--- src/rtl/can_acf_pkg.sv ---
package can_acf_pkg;
  typedef enum logic [1:0] {
    ACF_W32 = 2'd0,
    ACF_W16 = 2'd1,
    ACF_W8  = 2'd2,
    ACF_OFF = 2'd3
  } acf_mode_e;
  localparam int unsigned BANK_BYTES = 4;
  localparam int unsigned IDE_BIT    = 11;
endpackage

--- src/rtl/can_acf_cmp.sv ---
module can_acf_cmp #(
  parameter int unsigned W = 1
) (
  input  logic [8*W-1:0] rx_i,
  input  logic [8*W-1:0] code_i,
  input  logic [8*W-1:0] mask_i,
  input  logic           std_i,
  output logic           hit_o
);
  // standard frame: byte 0 plus ID2..0, RTR, IDE of byte 1
  localparam logic [8*W-1:0] STD_CARE = (W == 1) ? '1 : (8*W)'(16'hF8FF);
  logic [8*W-1:0] care;
  assign care  = std_i ? STD_CARE : '1;
  assign hit_o = &(~(rx_i ^ code_i) | mask_i | ~care);
endmodule

--- src/rtl/can_acf_prio.sv ---
module can_acf_prio #(
  parameter int unsigned N  = 8,
  localparam int unsigned IW = $clog2(N)
) (
  input  logic [N-1:0]  req_i,
  output logic          any_o,
  output logic [IW-1:0] idx_o
);
  always_comb begin
    idx_o = '0;
    for (int i = N - 1; i >= 0; i--) begin
      if (req_i[i]) idx_o = IW'(i);
    end
  end
  assign any_o = |req_i;
endmodule

--- src/rtl/can_acf.sv ---
module can_acf
  import can_acf_pkg::*;
#(
  parameter int unsigned NUM_BANKS = 2,
  localparam int unsigned NB = NUM_BANKS * BANK_BYTES,
  localparam int unsigned IW = $clog2(NB)
) (
  input  logic          clk_i,
  input  logic          rst_ni,
  input  logic          frame_vld_i,
  input  logic [31:0]   id_i,
  input  logic [8*NB-1:0] code_i,
  input  logic [8*NB-1:0] mask_i,
  input  logic [1:0]    mode_i,
  output logic          accept_o,
  output logic          hit_o,
  output logic [IW-1:0] hit_idx_o
);
  logic          std_frame;
  logic [NB-1:0] hit_w [3];
  logic [NB-1:0] hit_sel;
  logic          any_hit;
  logic [IW-1:0] win_idx;
  acf_mode_e     mode;

  assign std_frame = ~id_i[IDE_BIT];
  assign mode      = acf_mode_e'(mode_i);

  // lw = 0: 8-bit, 1: 16-bit, 2: 32-bit filters
  for (genvar lw = 0; lw < 3; lw++) begin : g_width
    localparam int unsigned W  = 1 << lw;
    localparam int unsigned NF = NB / W;
    for (genvar f = 0; f < NB; f++) begin : g_flt
      if (f < NF) begin : g_on
        can_acf_cmp #(.W(W)) i_cmp (
          .rx_i  (id_i[8*W-1:0]),
          .code_i(code_i[8*W*f +: 8*W]),
          .mask_i(mask_i[8*W*f +: 8*W]),
          .std_i (std_frame),
          .hit_o (hit_w[lw][f])
        );
      end else begin : g_off
        assign hit_w[lw][f] = 1'b0;
      end
    end
  end

  always_comb begin
    unique case (mode)
      ACF_W32: hit_sel = hit_w[2];
      ACF_W16: hit_sel = hit_w[1];
      ACF_W8:  hit_sel = hit_w[0];
      default: hit_sel = '0;
    endcase
  end

  can_acf_prio #(.N(NB)) i_prio (
    .req_i(hit_sel),
    .any_o(any_hit),
    .idx_o(win_idx)
  );

  always_ff @(posedge clk_i or negedge rst_ni) begin
    if (!rst_ni) begin
      accept_o  <= 1'b0;
      hit_o     <= 1'b0;
      hit_idx_o <= '0;
    end else begin
      accept_o <= frame_vld_i & any_hit;
      if (frame_vld_i) hit_o <= any_hit;
      if (frame_vld_i && any_hit) hit_idx_o <= win_idx;
    end
  end
endmodule

--- config.mk ---
export PLATFORM = sky130hd
export DESIGN_NAME = can_acf
export DESIGN_NICKNAME = d
export VERILOG_FILES = /design/src/rtl/can_acf_pkg.sv /design/src/rtl/can_acf_cmp.sv /design/src/rtl/can_acf_prio.sv /design/src/rtl/can_acf.sv
export SDC_FILE = /design/constraint.sdc
export NUM_CORES = 1
export LEC_CHECK = 0
export BUFFER_PORTS_ARGS = -buffer_cell sky130_fd_sc_hd__clkbuf_2
export CORE_AREA = 5 5 87 89
export CTS_CLUSTER_SIZE = 20
export DETAILED_ROUTE_END_ITERATION = 10
export DIE_AREA = 0 0 92 94
export PLACE_DENSITY = 0.78
export SLEW_MARGIN = 0
export SYNTH_ARGS = -nofsm -noshare
export SYNTH_HDL_FRONTEND = slang
export SYNTH_HIERARCHICAL = 1
export SYNTH_SLANG_ARGS = --single-unit
--- constraint.sdc ---
create_clock -name clk_i -period 0.8 [get_ports clk_i]
set_input_delay 0 -clock clk_i [delete_from_list [all_inputs] [get_ports clk_i]]
set_output_delay 0 -clock clk_i [all_outputs]
set_load 0.005 [all_outputs]
* Word-level counts from Yosys, hierarchy flattened
Cells that the tools add are included.
** Word-level totals
- Register bits :: 5
- Bits of input ports :: 165
- Output and inout bits :: 5
- Logic and storage cells :: 84
** Cells by class
- Eq/ne operators :: 2
- Multiplexer cells :: 11
- Bitwise operators :: 51
- Reductions and logical operators :: 17
** Operator list (count)
- OR 16 bit :: 8
- OR 32 bit :: 4
- inverter 32 bit :: 3
- inverter 16 bit :: 5
- inverter 8 bit :: 8
- OR 8 bit :: 8
- AND reduction 16 bit :: 4
- AND reduction 32 bit :: 2
- AND reduction 8 bit :: 8
- bitwise XOR 16 bit :: 4
- bitwise XOR 32 bit :: 2
- bitwise XOR 8 bit :: 8
- two-way mux 32 bit :: 1
- two-way mux 3 bit :: 8
- case mux 8 bit (3 select lines) :: 1
- two-way mux 11 bit :: 1
- OR reduction 8 bit :: 1
- == test 2 x 1 -> 1 bit, second input constant :: 1
- == test 2 bit, second input constant :: 1
- logical NOT 2 bit :: 1
- AND 1 bit :: 1
- logical AND 1 bit :: 1

* Longest topological paths before layout
Gate-level depths: netlist of run 1.
- Depth in word-level cells :: 14
- Mapped depth :: 11
- Mapped depth without buffers :: 11

* Modules after synthesis
The synthesis of run 1 kept the hierarchy.
** By module, submodules not included
- can_acf_cmp at g_width[1].g_flt[0].g_on.i_cmp ... :: times used 4, cells an instance 29, area each 230.2 µm², sequential area each 0.0 µm²
- can_acf_cmp at g_width[0].g_flt[0].g_on.i_cmp ... :: times used 8, cells an instance 13, area each 107.6 µm², sequential area each 0.0 µm²
- can_acf_cmp at g_width[2].g_flt[0].g_on.i_cmp ... :: times used 2, cells an instance 57, area each 429.2 µm², sequential area each 0.0 µm²
- can_acf :: times used 1, cells an instance 25, area each 280.3 µm², sequential area each 125.1 µm²
- can_acf_prio :: times used 1, cells an instance 13, area each 81.3 µm², sequential area each 0.0 µm²

* Least setup slack after synthesis of run 1
No wires, ideal clock.
- Path type :: input port to flip-flop
- Start :: input port code_i[8]
- End :: register hit_idx_o[0]
- Library setup time :: 125 ps
- Arrival time :: 1440 ps
- Required time :: 675 ps
- Slack :: -765 ps
- Stages on the path :: 11
- Path buffers :: 0
- Cells stage by stage :: xnor2_1 o22ai_1 nor4_1 a31oi_1 nor2_1 mux2i_1 o2bb2ai_1 nor2_1 nand3_1 nand2_1 mux2_2
** RTL lines
- start: declaration :: line can_acf.sv:12 : input logic [8*NB-1:0] code_i,
- end signal: assignment :: line can_acf.sv:71 : if (frame_vld_i && any_hit) hit_idx_o <= win_idx;
- end: declaration :: line can_acf.sv:17 : output logic [IW-1:0] hit_idx_o

==> metrics.txt, run 1 <==
initial antenna violation count=0; syn avg cell area=8.07 µm²; crit path time final=about 1.8 ns; WHS=0.118 ns; ant diodes=0; gr ovfl total=0; clock sink total=5; setup violators final=5; main area contributors after synthesis=xnor2_1, o22ai_1, nor4_2; critical-path cell list=clkbuf_2 -> xnor2_2 -> o22ai_1 -> nor4_1 -> a31oi_1 -> nor2_2 -> mux2i_1 -> o2bb2ai_2 -> nor2_2 -> nand3_2 -> nand2_4 -> mux2_2; Pre-antenna DRT Iters=5; Worst-path clk slew=0.04 ns; Final Util=0.768; HP Class=input pin to asynchronous set/reset pin; library cells used by synthesis=27; RSZ-0062 raised after global routing=yes; CP arrival=1.94 ns; critical path's largest stage delay=0.34 ns; Initial Utilization=0.449; Die H=around 94 µm; fmax=between 500 and 600 MHz; top_reg_cell synth=dfrtp_1; status=complete, but fails checks; final worst setup slack=-1.03 ns; Post-Place Worst Slack=-1.20 ns; Crit. End Element=flop; worst-path fanout max=4; CTS max path bufs=2; CP required=0.91 ns; largest net degree at the start of global routing=15; cell with the most instances after synthesis=xnor2_1; row cnt=30; commonest cells in the netlist=xnor2_1, o22ai_1, nor2_1; power consumption=4.28 mW; Yosys reg bits=5; die width=92 µm; final hold violation count=0; clk_skew=0 ns; DRT iter0 DRCs=~280; die area=8650 µm²; I/O Pins=170; share of cells above drive strength 1=0.500; IR drop worst, VDD=516 µV; Fillers=469; critical setup path kind=input pin to flop; Slew HR=0.753; PwrDens=~830 nW/µm²; IO buf count=169; Synth area leader=xnor2_1; vias in the first global route=4398; final wirelength=roughly 14 mm; routed len/inst=19.0 µm; Worst path slowest cell=mux2_2; CTS tree=yes; Yosys top cell area share=0.560; ys async rst share=1.00; Post-DP HPWL=roughly 11 mm; Remaining DRCs=0; Post-Syn Instances=372; cell mode on critical path=nor2_2; Root Buffer Master=clkbuf_8; total negative slack=-4.96 ns; fin nets=820; Pleak=~2.2 nW; GPL Wtd Cong=between 0.9 and 1; Antenna Nets Post-Route=0; CTS buffer count=3; Slew Viols, Final=0; Mapped Area=3000 µm²; number of vias per cell=around 5.7; first-pass GRT wire length=20.7 mm; htree depth=1; Synthesis Warnings=6; EDFF count, synth=0; P&R area growth vs syn=71.0%; syn nets=about 540; routed via count=4195; Slew @ Worst Pin=between 0.3 and 0.4 ns; failing checks=negative setup slack; global-route usage over all layers=0.301; worst-skew pair later-pin latency=0.22 ns; Worst Setup Start Kind=input pin; total of max-cap violations=0; period utilisation layout=2.29; register area share after synthesis=0.0417; CORE AREA=6680 µm²
layout make-up:
cell class                 count  area, µm²  share of cell area
clock buffer                   4       45.0             0.00878
inverter                       4       15.0             0.00293
multi-input combinational    363       3060               0.596
sequential                     5        125              0.0244
tap                           80        100              0.0195
timing repair buffer         278       1790               0.349
logic make-up after synthesis:
| family | after synthesis | share of synthesized area |
|---|---|---|
| AO/OA/AOI/OAI | 106 | 0.230 |
| XOR/XNOR | 192 | 0.560 |
| buffers and inverters | 4 | 0.00500 |
| flip-flops | 5 | 0.0417 |
| multiplexers | 5 | 0.0179 |
| AND/OR/NAND/NOR | 60 | 0.145 |
power by group:
part / switching (mW) / internal (mW)
clock: 0.140 / 0.344
sequential: 0.0354 / 0.310
combinational: 1.62 / 1.83
total: 1.80 / 2.48
per-stage QoR:
stage / std cells / cell area (µm²)
after CTS: 725 / 4950
after floorplan: 372 / 3040
after global routing: 734 / 5130
after global placement: 717 / 4800
after detailed placement: 717 / 4800
final: 734 / 5130
path summary, 6_finish.rpt:
path | startpoint | endpoint | slack [ns] | cells past startpoint
worst max-delay path | code_i[21] | hit_idx_o[1]$_DFFE_PN0P_ | -1.03 | 12
worst min-delay path | rst_ni | hit_idx_o[1]$_DFFE_PN0P_ | 0.12 | 2
worst max register to register | hit_idx_o[1]$_DFFE_PN0P_ | hit_idx_o[1]$_DFFE_PN0P_ | 0.02 | 1
worst min register to register | hit_idx_o[2]$_DFFE_PN0P_ | hit_idx_o[2]$_DFFE_PN0P_ | 0.52 | 1
max in group asynchronous | rst_ni | hit_idx_o[0]$_DFFE_PN0P_ | 0.54 | 2
min in group clk_i | frame_vld_i | hit_idx_o[2]$_DFFE_PN0P_ | 0.15 | 3
flip-flops by register name, summed over array words and instances, names as in the netlist:
register / cells
hit_idx_o: 3
accept_o: 1
hit_o: 1
metal layers:
layer / track usage / up-vias / wire (µm)
met1: 0.352 / 1941 / 5390
met3: 0.0457 / 42 / 1290
li1: - / 1954 / -
met4: 0.0990 / 0 / 533
met2: 0.558 / 258 / 6740
met5: 0 / - / 0
worst max-delay path: cells and delay by family:
kind	cells	cell delay (ns)
simple gates	5	0.59
compound gates	3	0.55
mux	2	0.51
xor+xnor	1	0.16
buf+inv	1	0.15
what timing repair did:
item,CTS,global route
resized for setup,14,21
setup endpoints to repair,5,5
hold endpoints to repair,6,0
hold buffers,2,0
pin swaps,9,10
buffers inserted,2,9
layout by cell type (no fill, tap or decap), drive strengths merged:
master / Yosys / routed
nor2b: 2 / 2
o41ai: 1 / 1
nand2: 3 / 3
o21ai: 2 / 2
buf: 0 / 108
mux2: 3 / 3
a21boi: 1 / 1
dlygate4sd3: 0 / 2
nor2: 23 / 23
xnor2: 192 / 192
and2b: 1 / 1
nor4: 19 / 19
mux2i: 2 / 2
a21oi: 1 / 1
o21bai: 1 / 1
o2bb2ai: 2 / 2
dfrtp: 5 / 5
inv: 4 / 4
clkbuf: 0 / 172
o211a: 4 / 4
and3b: 1 / 1
nor3: 6 / 6
o22ai: 90 / 90
and2: 4 / 4
a22o: 2 / 2
a31oi: 2 / 2
nand3: 1 / 1
(Power assumes the default switching activity.)
==> inputs of run 2 (changes only) <==
--- a/config.mk
+++ b/config.mk
@@ -6,13 +6,12 @@
 export NUM_CORES = 1
 export LEC_CHECK = 0
 export BUFFER_PORTS_ARGS = -buffer_cell sky130_fd_sc_hd__clkbuf_2
-export CORE_AREA = 5 5 87 89
+export CORE_AREA = 5 5 80 82
 export CTS_CLUSTER_SIZE = 20
 export DETAILED_ROUTE_END_ITERATION = 10
-export DIE_AREA = 0 0 92 94
-export PLACE_DENSITY = 0.78
+export DIE_AREA = 0 0 85 87
+export PLACE_DENSITY = 0.76
 export SLEW_MARGIN = 0
 export SYNTH_ARGS = -nofsm -noshare
 export SYNTH_HDL_FRONTEND = slang
-export SYNTH_HIERARCHICAL = 1
 export SYNTH_SLANG_ARGS = --single-unit
==> run 2 against run 1 <==
Against the previous run:
- the flow still finishes with violations (negative setup slack)
- power shrank 16%
- maximum frequency grew 10%
- clock skew is the same
- critical path depth shrank 1
- first-iteration DRC count shrank 28%
- sequential share of layout area grew 0.53 points
- hold slack lost 0.014 ns
- combinational power shrank 21%
- sequential power grew 11%
- wire length shrank 22%
- via count shrank 23%
- flip-flop and latch count is the same
- critical endpoint is now hit_idx_o[0]$_DFFE_PN0P_
- largest power group unchanged
- highest routed layer unchanged
==> metrics.txt, run 2 <==
register area share after synthesis=0.0569 (+0.0152); syn nets=447 (-17%); highest metal used=met4; RSZ-0062 raised after global routing=yes; Seq pwr share=0.107 (+0.026); Yosys reg bits=5 (unchanged); Worst path slowest cell=nor4_1; Post-DP Area=3820 µm² (-20%); P&R area growth vs syn=91.2%; initial antenna violation count=0 (unchanged); Setup crit start=id_i[5]; final hold violation count=0 (unchanged); syn avg cell area=7.80 µm² (-3.3%); total of max-cap violations=0 (unchanged); CP arrival=1.82 ns (-0.12 ns); fmax=603 MHz (+10%); final worst setup slack=-0.860 ns (+0.171 ns); worst-path fanout max=4 (unchanged); most frequent cells in the layout=clkbuf_2, xnor2_1, buf_4; Slew HR=0.740 (-0.0127); critical path's largest stage delay=0.28 ns (-0.06 ns); largest net degree at the start of global routing=10 (-5); status=complete, but fails checks; Initial Utilization=0.388 (-0.0615); Met3 Routed Length=1.03 mm (-21%); CTS max path bufs=2 (unchanged); Power Internal=2.21 mW (-11%); Post-Syn Instances=282 (-24%); routed len/inst=17.6 µm (-7.4%); worst r2r src=hit_o$_DFFE_PN0P_; critical setup path kind=input pin to flop; period utilisation layout=2.07 (-0.213); routed via count=3224 (-23%); share of cells above drive strength 1=0.576 (+0.0756); Pre-antenna DRT Iters=4 (-1); die width=85 µm (-7.6%); routed length on met1=3.80 mm (-29%); CTS tree=yes; DRT iter0 DRCs=205 (-28%); Largest regs=hit_idx_o: 3 flops, accept_o: 1 flops, hit_o: 1 flops; most common cell after layout, fill and taps aside=clkbuf_2; number of vias per cell=5.23 (-8.6%); ant diodes=0 (unchanged); Design Area, Final=4210 µm² (-18%); met2 wire length=5.69 mm (-16%); library cells used by synthesis=37 (+37%); PwrDens=854 nW/µm² (+2.3%); Yosys top cell area share=0.493 (-0.0668); Worst-path clk slew=0.04 ns (about the same); Synthesis Warnings=0 (-6); critical-path cell list=clkbuf_8 -> buf_4 -> xnor2_1 -> o22ai_1 -> nor4_1 -> buf_4 -> nand2_1 -> o21ai_2 -> o21ai_2 -> a31oi_4 -> mux2i_1; Final Util=0.742 (-0.0265); FF-to-FF setup slack=0.11 ns (+0.09 ns); I/O Pins=170 (unchanged); Fillers=460 (-1.9%); Remaining DRCs=0 (unchanged); Synth area leader=xnor2_1; Post-DP HPWL=9.24 mm (-18%); worst-skew pair later-pin latency=0.23 ns (about the same); crit path time final=1.66 ns (-0.171 ns); Antenna Nets Post-Route=0 (unchanged); Crit. End Element=flop; Pleak=1.94 nW (-13%); Worst Setup Start Kind=input pin; Mapped Area=2200 µm² (-27%); commonest cells in the netlist=xnor2_1, o22ai_1, nor2_1, o21ai_0, nor4_1; die area=7400 µm² (-14%); Most flops, register=hit_idx_o; Net Switching=1.39 mW (-23%); IO buf count=169 (unchanged); Die H=87 µm (-7.4%); gr ovfl total=0 (unchanged); global-route usage over all layers=0.273 (-0.0284); Slew @ Worst Pin=0.386 ns (+0.0196 ns); switch share=0.386 (-0.0345); final wirelength=10.9 mm (-22%); row cnt=28 (-6.7%); Root Buffer Master=clkbuf_8; CORE AREA=5680 µm² (-15%); Hold Path Origin=frame_vld_i; Combinational Power Share=0.754 (-0.053); first-pass GRT wire length=15.9 mm (-23%); htree depth=1 (unchanged); setup violators final=5 (unchanged); clk_skew=0 ns (unchanged); failing checks=negative setup slack; HP Class=input pin to flop; CTS buffer count=3 (unchanged); main area contributors after synthesis=xnor2_1, o22ai_1, dfrtp_1; Post-Place Worst Slack=-1.24 ns (-0.0338 ns); fin nets=708 (-14%); vias in the first global route=3412 (-22%); max FFs per register=3 (unchanged); clock share of power=0.139 (+0.026); EDFF count, synth=0 (unchanged); GPL Wtd Cong=0.932 (-5.1%); clock sink total=5 (unchanged); top_reg_cell synth=dfrtp_1; ys async rst share=1.00 (unchanged); IR drop worst, VDD=543 µV (+5.1%); Slew Viols, Final=0 (unchanged); CP required=0.96 ns (+0.05 ns); cell with the most instances after synthesis=xnor2_1
[run 2: changes by cell type after synthesis, sizes merged, moves of 4 or more]
cell    before  now
o21ai        2   14
nor2        23   12
clkbuf       0    7
o211a        4    0
xnor2      192  127
o22ai       90   54
buf          0   10
nor4        19   10
[run 2: power by group through the flow]
stage                     Clock [mW]  Sequential (mW)  Combinational (mW)
after floorplan                    0            0.395                1.16
after global placement             0            0.383                2.40
after detailed placement           0            0.387                2.43
after CTS                      0.502            0.384                2.57
after global routing           0.519            0.395                2.89
final                          0.500            0.383                2.71
[run 2: metal layers]
layer / up-vias / track usage
met1: 1469 / 0.307
met3: 32 / 0.0492
met4: 0 / 0.0906
met2: 180 / 0.514
li1: 1543 / -
met5: - / 0
[run 2: stage by stage]
| step | std cells | power, mW | TNS [ns] | hold slack (ns) |
|---|---|---|---|---|
| 2_1_floorplan | 282 | 1.55 | -3.55 | -0.296 |
| 3_3_place_gp | 605 | 2.78 | -5.48 | -0.184 |
| 3_5_place_dp | 605 | 2.82 | -5.87 | -0.181 |
| 4_1_cts | 616 | 3.45 | -3.63 | 0.0773 |
| 5_1_grt | 617 | 3.80 | -4.70 | 0.132 |
| 6_report | 617 | 3.59 | -4.01 | 0.104 |
[run 2: timing repair]
action | CTS | global route
hold buffers | 1 | 0
setup endpoints to repair | 5 | 5
gates resized for setup | 28 | 27
cloned | 0 | 0
setup buffers | 6 | 1
endpoints found under the hold margin | 5 | 0
pin swaps | 11 | 11
[run 2: worst paths after layout]
kind                                             to  depth (start not counted)
setup reg to reg                  hit_o$_DFFE_PN0P_                          1
max in group asynchronous         hit_o$_DFFE_PN0P_                          2
hold / removal             hit_idx_o[2]$_DFFE_PN0P_                          3
hold reg to reg                   hit_o$_DFFE_PN0P_                          1
setup / recovery           hit_idx_o[0]$_DFFE_PN0P_                         11
min in group asynchronous        accept_o$_DFF_PN0_                          2
[run 2: layout make-up]
class / count / area (µm²) / area share
multi-input combinational: 256 / 2150 / 0.511
inverter: 4 / 15.0 / 0.00357
clock buffer: 4 / 45.0 / 0.0107
timing repair buffer: 273 / 1780 / 0.422
tap: 75 / 93.8 / 0.0223
sequential: 5 / 125 / 0.0297
[run 2: worst max-delay path, delay by kind of cell]
family	cells	cell delay [ns]
AOI/OAI and AO/OA	4	0.54
xor gates and xnor gates	1	0.24
buffers and inverters	3	0.49
muxes	1	0.19
and+or+nand+nor	2	0.35
[run 2: cells by family (layout without fill, tap and decap cells)]
family / after synthesis / count (layout) / share of synthesized area
xor+xnor: 127 / 127 / 0.516
compound gates: 87 / 87 / 0.258
simple gates: 41 / 41 / 0.103
buf+inv: 21 / 281 / 0.0614
flops: 5 / 5 / 0.0569
mux: 1 / 1 / 0.00455
